**config.mk**
```make
export PLATFORM = sky130hd
export DESIGN_NAME = adc_step_sequencer
export DESIGN_NICKNAME = d
export VERILOG_FILES = /design/src/rtl/seq_pkg.sv /design/src/rtl/seq_step_table.sv /design/src/rtl/seq_next_finder.sv /design/src/rtl/seq_avg_accum.sv /design/src/rtl/adc_step_sequencer.sv
export SDC_FILE = /design/constraint.sdc
export NUM_CORES = 1
export LEC_CHECK = 0
export ABC_AREA = 1
export BUFFER_PORTS_ARGS = -buffer_cell sky130_fd_sc_hd__buf_4
export CORE_ASPECT_RATIO = 1.1
export CORE_MARGIN = 2
export CORE_UTILIZATION = 45
export DETAILED_ROUTE_END_ITERATION = 8
export PLACE_DENSITY = 0.74
export SLEW_MARGIN = 15
export SYNTH_ARGS = -nofsm -noshare
export SYNTH_HDL_FRONTEND = slang
export SYNTH_SLANG_ARGS = --single-unit
```
**constraint.sdc**
```tcl
create_clock -name clk -period 10.1 [get_ports clk]
set_clock_uncertainty 0.1 [all_clocks]
set_input_delay 2.525 -clock clk [delete_from_list [all_inputs] [get_ports clk]]
set_output_delay 2.525 -clock clk [all_outputs]
set_load 0.05 [all_outputs]
```
**src/rtl/seq_pkg.sv**
```systemverilog
package seq_pkg;

    typedef enum logic [3:0] {
        ST_IDLE,
        ST_SETUP,
        ST_HWWAIT,
        ST_OPEN,
        ST_SAMPLE,
        ST_CONV_REQ,
        ST_CONV_WAIT,
        ST_WRITE,
        ST_EOS,
        ST_CHARGE
    } seq_state_t;

    // Decoded positions inside the configuration word
    localparam int CFG_MODE_LSB = 0;
    localparam int CFG_AVG_LSB  = 2;
    localparam int CFG_FIFO_BIT = 26;
    localparam int CFG_HW_BIT   = 1;   // mode codes 2 and 3

    // Decoded positions inside the delay word
    localparam int DLY_OPEN_LSB = 0;
    localparam int DLY_SAMP_LSB = 24;

    // Result word layout
    localparam int RES_TAG_LSB  = 16;

endpackage

```
**src/rtl/seq_step_table.sv**
```systemverilog
module seq_step_table #(
    parameter int NUM_STEPS = 16,
    parameter int WORD_W    = 32,
    localparam int IW       = $clog2(NUM_STEPS)
) (
    input  logic              clk,
    input  logic              rst_n,
    input  logic              we,
    input  logic [IW-1:0]     waddr,
    input  logic [WORD_W-1:0] wcfg,
    input  logic [WORD_W-1:0] wdly,
    input  logic [IW-1:0]     raddr,
    output logic [WORD_W-1:0] rcfg,
    output logic [WORD_W-1:0] rdly
);

    logic [WORD_W-1:0] cfg_mem [NUM_STEPS];
    logic [WORD_W-1:0] dly_mem [NUM_STEPS];

    for (genvar e = 0; e < NUM_STEPS; e++) begin : g_entry
        always_ff @(posedge clk or negedge rst_n) begin
            if (!rst_n) begin
                cfg_mem[e] <= '0;
                dly_mem[e] <= '0;
            end else if (we && (waddr == IW'(e))) begin
                cfg_mem[e] <= wcfg;
                dly_mem[e] <= wdly;
            end
        end
    end

    assign rcfg = cfg_mem[raddr];
    assign rdly = dly_mem[raddr];

endmodule

```
**src/rtl/seq_next_finder.sv**
```systemverilog
module seq_next_finder #(
    parameter int NUM_STEPS = 16,
    localparam int IW       = $clog2(NUM_STEPS)
) (
    input  logic [NUM_STEPS-1:0] mask,
    input  logic [IW:0]          base,
    output logic                 found,
    output logic [IW-1:0]        idx
);

    always_comb begin
        found = 1'b0;
        idx   = '0;
        for (int i = 0; i < NUM_STEPS; i++) begin
            if (!found && mask[i] && (i >= int'(base))) begin
                found = 1'b1;
                idx   = IW'(i);
            end
        end
    end

endmodule

```
**src/rtl/seq_avg_accum.sv**
```systemverilog
module seq_avg_accum #(
    parameter int RES_W  = 12,
    parameter int AVG_W  = 3,
    localparam int MAXSH = (1 << AVG_W) - 1,
    localparam int SUM_W = RES_W + MAXSH,
    localparam int CNT_W = MAXSH + 1
) (
    input  logic             clk,
    input  logic             rst_n,
    input  logic             clr,
    input  logic             add,
    input  logic [RES_W-1:0] sample,
    input  logic [AVG_W-1:0] code,
    output logic             last,
    output logic [RES_W-1:0] avg
);

    logic [SUM_W-1:0] sum_q;
    logic [CNT_W-1:0] cnt_q;
    logic [SUM_W-1:0] sum_next;
    logic [CNT_W-1:0] target;

    assign sum_next = sum_q + SUM_W'(sample);
    assign target   = CNT_W'(1) << code;
    assign last     = (cnt_q + CNT_W'(1)) == target;
    assign avg      = RES_W'(sum_next >> code);

    always_ff @(posedge clk or negedge rst_n) begin
        if (!rst_n) begin
            sum_q <= '0;
            cnt_q <= '0;
        end else if (clr) begin
            sum_q <= '0;
            cnt_q <= '0;
        end else if (add) begin
            sum_q <= sum_next;
            cnt_q <= cnt_q + CNT_W'(1);
        end
    end

endmodule

```
**src/rtl/adc_step_sequencer.sv**
```systemverilog
module adc_step_sequencer
    import seq_pkg::*;
#(
    parameter int NUM_STEPS = 16,
    parameter int RES_W     = 12,
    parameter int OPEN_W    = 18,
    parameter int SAMP_W    = 8,
    parameter int AVG_W     = 3,
    parameter int WORD_W    = 32,
    localparam int IW       = $clog2(NUM_STEPS),
    localparam int OUT_W    = RES_TAG_LSB + IW,
    localparam int MASK_W   = NUM_STEPS + 1
) (
    input  logic              clk,
    input  logic              rst_n,
    input  logic              tbl_we,
    input  logic [IW-1:0]     tbl_addr,
    input  logic [WORD_W-1:0] tbl_cfg,
    input  logic [WORD_W-1:0] tbl_dly,
    input  logic [OPEN_W-1:0] chg_open_dly,
    input  logic [MASK_W-1:0] step_mask,
    input  logic              seq_start,
    input  logic              seq_enable,
    input  logic              tag_id,
    input  logic              hw_trig,
    output logic              adc_start,
    input  logic              adc_done,
    input  logic [RES_W-1:0]  adc_data,
    output logic              res_valid,
    output logic              res_fifo1,
    output logic [OUT_W-1:0]  res_data,
    output logic              eos,
    output logic              busy
);

    seq_state_t state_q, state_d;

    logic [MASK_W-1:0] act_mask_q;
    logic [IW-1:0]     idx_q;
    logic [OPEN_W-1:0] cnt_q;
    logic [OUT_W-1:0]  res_q;
    logic              fifo_q;

    logic [WORD_W-1:0] cur_cfg, cur_dly;
    logic [NUM_STEPS-1:0] pick_mask;
    logic [IW:0]       pick_base;
    logic              pick_found;
    logic [IW-1:0]     pick_idx;
    logic              acc_last;
    logic [RES_W-1:0]  acc_avg;
    logic              acc_clr, acc_add;

    logic [1:0]        cur_mode;
    logic [AVG_W-1:0]  cur_avg;
    logic [OPEN_W-1:0] cur_open;
    logic [SAMP_W-1:0] cur_samp;
    logic              cnt_zero;

    assign cur_mode = cur_cfg[CFG_MODE_LSB +: 2];
    assign cur_avg  = cur_cfg[CFG_AVG_LSB +: AVG_W];
    assign cur_open = cur_dly[DLY_OPEN_LSB +: OPEN_W];
    assign cur_samp = cur_dly[DLY_SAMP_LSB +: SAMP_W];
    assign cnt_zero = (cnt_q == '0);

    // Fields kept for the analog front end are stored but not decoded here
    logic unused_fields;
    assign unused_fields = ^{cur_cfg, cur_dly};

    seq_step_table #(.NUM_STEPS(NUM_STEPS), .WORD_W(WORD_W)) u_table (
        .clk   (clk),
        .rst_n (rst_n),
        .we    (tbl_we),
        .waddr (tbl_addr),
        .wcfg  (tbl_cfg),
        .wdly  (tbl_dly),
        .raddr (idx_q),
        .rcfg  (cur_cfg),
        .rdly  (cur_dly)
    );

    assign pick_mask = (state_q == ST_IDLE) ? step_mask[MASK_W-1:1]
                                            : act_mask_q[MASK_W-1:1];
    assign pick_base = (state_q == ST_WRITE) ? ((IW+1)'(idx_q) + (IW+1)'(1))
                                             : '0;

    seq_next_finder #(.NUM_STEPS(NUM_STEPS)) u_finder (
        .mask  (pick_mask),
        .base  (pick_base),
        .found (pick_found),
        .idx   (pick_idx)
    );

    assign acc_clr = (state_q == ST_SETUP);
    assign acc_add = (state_q == ST_CONV_WAIT) && adc_done;

    seq_avg_accum #(.RES_W(RES_W), .AVG_W(AVG_W)) u_accum (
        .clk    (clk),
        .rst_n  (rst_n),
        .clr    (acc_clr),
        .add    (acc_add),
        .sample (adc_data),
        .code   (cur_avg),
        .last   (acc_last),
        .avg    (acc_avg)
    );

    // Next-state logic
    always_comb begin
        state_d = state_q;
        unique case (state_q)
            ST_IDLE:      if (seq_start && pick_found) state_d = ST_SETUP;
            ST_SETUP:     state_d = cur_mode[CFG_HW_BIT] ? ST_HWWAIT : ST_OPEN;
            ST_HWWAIT:    if (hw_trig) state_d = ST_OPEN;
            ST_OPEN:      if (cnt_zero) state_d = ST_SAMPLE;
            ST_SAMPLE:    if (cnt_zero) state_d = ST_CONV_REQ;
            ST_CONV_REQ:  state_d = ST_CONV_WAIT;
            ST_CONV_WAIT: if (adc_done) state_d = acc_last ? ST_WRITE : ST_SAMPLE;
            ST_WRITE:     state_d = pick_found ? ST_SETUP : ST_EOS;
            ST_EOS: begin
                if (seq_enable && pick_found)
                    state_d = act_mask_q[0] ? ST_CHARGE : ST_SETUP;
                else
                    state_d = ST_IDLE;
            end
            ST_CHARGE:    if (cnt_zero) state_d = ST_SETUP;
            default:      state_d = ST_IDLE;
        endcase
    end

    // State register
    always_ff @(posedge clk or negedge rst_n) begin
        if (!rst_n) state_q <= ST_IDLE;
        else        state_q <= state_d;
    end

    // Datapath registers
    always_ff @(posedge clk or negedge rst_n) begin
        if (!rst_n) begin
            act_mask_q <= '0;
            idx_q      <= '0;
            cnt_q      <= '0;
            res_q      <= '0;
            fifo_q     <= 1'b0;
        end else begin
            if (state_q == ST_IDLE && state_d == ST_SETUP)
                act_mask_q <= step_mask;
            else if (state_q == ST_WRITE && cur_mode == 2'd0)
                act_mask_q[(IW+1)'(idx_q) + (IW+1)'(1)] <= 1'b0;

            if (state_d == ST_SETUP && state_q != ST_SETUP)
                idx_q <= pick_idx;

            unique case (state_q)
                ST_SETUP:     cnt_q <= cur_open;
                ST_OPEN:      cnt_q <= cnt_zero ? OPEN_W'(cur_samp) : cnt_q - 1'b1;
                ST_SAMPLE,
                ST_CHARGE:    if (!cnt_zero) cnt_q <= cnt_q - 1'b1;
                ST_CONV_WAIT: if (adc_done && !acc_last) cnt_q <= OPEN_W'(cur_samp);
                ST_EOS:       cnt_q <= chg_open_dly;
                default:      cnt_q <= cnt_q;
            endcase

            if (acc_add && acc_last) begin
                res_q  <= {(tag_id ? idx_q : IW'(0)),
                           (RES_TAG_LSB - RES_W)'(0), acc_avg};
                fifo_q <= cur_cfg[CFG_FIFO_BIT];
            end
        end
    end

    // Outputs
    always_comb begin
        adc_start = (state_q == ST_CONV_REQ);
        res_valid = (state_q == ST_WRITE);
        eos       = (state_q == ST_EOS);
        busy      = (state_q != ST_IDLE) && (state_q != ST_EOS);
        res_fifo1 = fifo_q;
        res_data  = res_q;
    end

endmodule

```
==> impl_metrics.py <==
metrics = {
    "power": {
        "p_sw_mw": 3.25,
        "power.internal_mw": 5.31,
        "power_frac_clock_pct": 29.0,
        "power_density_mw_per_mm2": 262,
        "swShare_pct": 38.0,
        "pwr-share-comb_pct": 33.0,
        "p_seq_share_pct": 38.0,
        "ir_drop_v": 0.000187,
        "p_leak_nw": 15.2,
    },
    "route": {
        "drt_iter0_drc": 2495,
        "firstDrtPassIters": 6,
        "drc": 0,
        "wire_per_inst_um": 18.5,
        "via_per_inst": 5.68,
        "vias": 25346,
        "routed_wl_um": 82600,
        "ant_nets": 0,
    },
    "yosys": {
        "syn_area_per_cell_um2": 8.08,
        "ys.flop_type": "dfrtp_1",
        "synth-simple-area-share_pct": 19.3,
        "synth-adder-area-share_pct": 0.838,
        "synth_compound_area_share_pct": 20.9,
        "yosysSeqAreaShare_pct": 51.2,
        "synth_enable_flop_cells": 0,
        "muxShareOfSynthArea_pct": 0.0385,
        "synth-async-reset-ratio_pct": 100,
        "syn-cell-area_mm2": 0.0293,
        "ys_ff_latch": 599,
        "ys_warn_count": 0,
        "syn-instance-count": 3622,
        "synth_xor_area_share_pct": 1.08,
        "synth_top_family_by_area": "compound AO/OA/AOI/OAI gates",
        "synth.distinct_cells": 56,
    },
    "floorplan": {
        "rows": 98,
        "die_x_um": 247,
        "initial_core_util_pct": 45.3,
        "ios": 148,
        "die_h_um": 271,
        "coreArea_mm2": 0.0646,
        "die-area_mm2": 0.0671,
    },
    "flow_run": {
        "drv_cap": 0,
    },
    "layout": {
        "utilization_pct": 50.6,
        "syn_to_final_growth_pct": 11.7,
        "nNetsFinal": 3709,
        "final_cell_mix": "nand2_1, o21ai_0, dfrtp_1",
        "finalInstanceArea_mm2": 0.0327,
        "drive_gt1_share_pct": 9.13,
        "n_fill_cell": 6039,
        "layout_commonest_cell": "nand2_1",
        "final_cells": 4466,
    },
    "setup_path": {
        "cp_data_arrival_time_ns": 6.17,
        "crit_slowest_cell": "inv_2",
        "crit_chain": "inv_2 > buf_4 > o21ai_0 > o21ai_1 > nand2_1 > nand3_1 > nand2_1 > inv_2 > nand2_1 > inv_1 > nand3_1 > nand3_1 > nor2_1 > nand2_1 > nand2_1 > nand2_1 > o21ai_2 > a21oi_4 > nand3_1 > o21ai_0",
        "crit_required_ns": 10.52,
        "path_class": "register to register",
        "critPathCaptureType": "register",
        "critPathMaxStageDelay_ns": 0.76,
        "rrSetupSlack_ns": 4.34,
        "start_kind": "register",
        "critPathMaxFanout": 64,
        "rr_startpoint": "idx_q[1]",
        "cpMostUsedCell": "nand2_1",
        "crit_path_start": "idx_q[1]",
    },
    "clock_tree": {
        "cts_tree": "built",
        "holdBufCountCts": 0,
        "clock_latency_ns": 0.61,
        "numCtsBuffers": 67,
        "cts_buffer_depth": 3,
        "clkSlewWorstSetupHoldPaths_ns": 0.06,
        "htree_levels": 3,
        "cts_resized": 0,
        "cts.sinks": 599,
        "post_cts_buffers": 0,
        "cts_root_buf": "clkbuf_16",
    },
    "global_route": {
        "grt_pass1_vias": 23877,
        "met2_usage_pct": 41.1,
        "overflow": 0,
        "use_met3_pct": 3.38,
        "gr-usage-met1_pct": 32.8,
        "antenna_found_initial": 2,
        "grt_pass1_wl_um": 131000,
        "gr-usage-all-layers_pct": 24.7,
        "grt_max_degree": 225,
        "top_usage_layer": "met2",
    },
    "timing": {
        "fmax_mhz": 174,
        "finalSetupViolCount": 0,
        "tightest_slew_ns": 1.09,
        "fin_setup_tns_ns": 0,
        "relSlewSlack_pct": 27.4,
        "final.setup.worst_slack_ns": 4.34,
        "fin_crit_sh_pct": 57.0,
        "min_period_ns": 5.76,
        "finalHoldViolations": 0,
        "rsz0062_at_grt": "false",
        "slew_viol_final": 0,
    },
    "placed_design": {
        "place.gp.congestion": 0.885,
        "portBuffers": 111,
        "pre_cts_ws_ns": 4.37,
        "placed_cell_area_mm2": 0.0304,
        "dpl.hpwl_um": 46100,
        "dp.cells": 4348,
    },
    "run_status": {
        "status": "finished clean",
    },
    "min_path": {
        "hold_class": "register to register",
        "holdCritStartpoint": "u_table.dly_mem[32]",
    },
}
==> cells by family after synthesis <==
kind of cell               count (synthesis)
adders and majority gates                 19
buffers and inverters                    491
AOI/OAI and AO/OA                       1108
xor gates and xnor gates                  36
DFF                                      599
and+or+nand+nor                         1367
other                                      1
muxes                                      1
==> routing by layer <==
| metal | part of all wire (%) | vias to the layer above |
|---|---|---|
| li1 | - | 12052 |
| met4 | 3.3 | 0 |
| met2 | 48 | 877 |
| met3 | 6.6 | 159 |
| met5 | 0 | - |
| met1 | 42 | 12258 |
==> critical path: cells and delay by family, from the launching register on <==
kind	cells	cell delay, ns
simple gates	11	1.40
buf+inv	4	2.05
flops	1	0.75
compound gates	5	1.29
==> per-stage QoR <==
stage	total power, mW	hold slack (ns)
3_3_place_gp	6.01	0.360
3_5_place_dp	6.07	0.368
5_1_grt	9.10	0.396
4_1_cts	8.57	0.382
6_report	8.56	0.377
2_1_floorplan	5.26	0.348
==> layout make-up <==
class,count,area [um^2],share of cell area [%]
Clock inverter,13,153,0.467
Inverter,219,828,2.53
Timing Repair Buffer,145,1150,3.51
Multi-Input combinational cell,2535,12400,37.9
Sequential cell,599,15000,45.9
Antenna cell,2,5.00,0.0153
Tap cell,850,1060,3.25
Clock buffer,103,2090,6.39
==> power by group through the flow <==
| stage | combinational [mW] | clock [mW] | sequential (mW) |
|---|---|---|---|
| after global routing | 3.18 | 2.62 | 3.31 |
| after floorplan | 2.12 | 0 | 3.14 |
| after global placement | 2.75 | 0 | 3.26 |
| final | 2.83 | 2.48 | 3.25 |
| after detailed placement | 2.80 | 0 | 3.27 |
| after CTS | 2.82 | 2.52 | 3.24 |
==> synth_stat cells, drive strengths merged (6+ instances only) <==
cell	n	area, um^2
nand2	851	3250
o21ai	734	3680
dfrtp	599	15000
nor2	301	1180
clkbuf	228	856
inv	214	806
a21oi	169	857
nand3	167	866
o221ai	64	561
o22ai	53	332
buf	44	272
o211ai	42	315
xor2	31	272
a31oi	21	131
nand4	21	174
ha	18	225
nor3	16	80.1
o221a	6	67.6
==> state kept, by name, summed over array words and instances (netlist names) <==
name	count
res_fifo1	1
res_data	16
u_accum.cnt_q	8
idx_q	4
act_mask_q	17
u_table.cfg_mem	96
cnt_q	18
state_q	4
u_table.dly_mem	416
u_accum.sum_q	19
==> path summary, 6_finish.rpt <==
kind	endpoint	cells after the start
min in group asynchronous	act_mask_q[10]	1
max in group asynchronous	u_table.dly_mem[336]	2
worst min register to register	u_table.dly_mem[32]	2
worst max-delay path	cnt_q[16]	20
worst max register to register	cnt_q[16]	20
worst min-delay path	u_table.dly_mem[32]	2
Note: power is estimated with default switching activity, not from simulation.
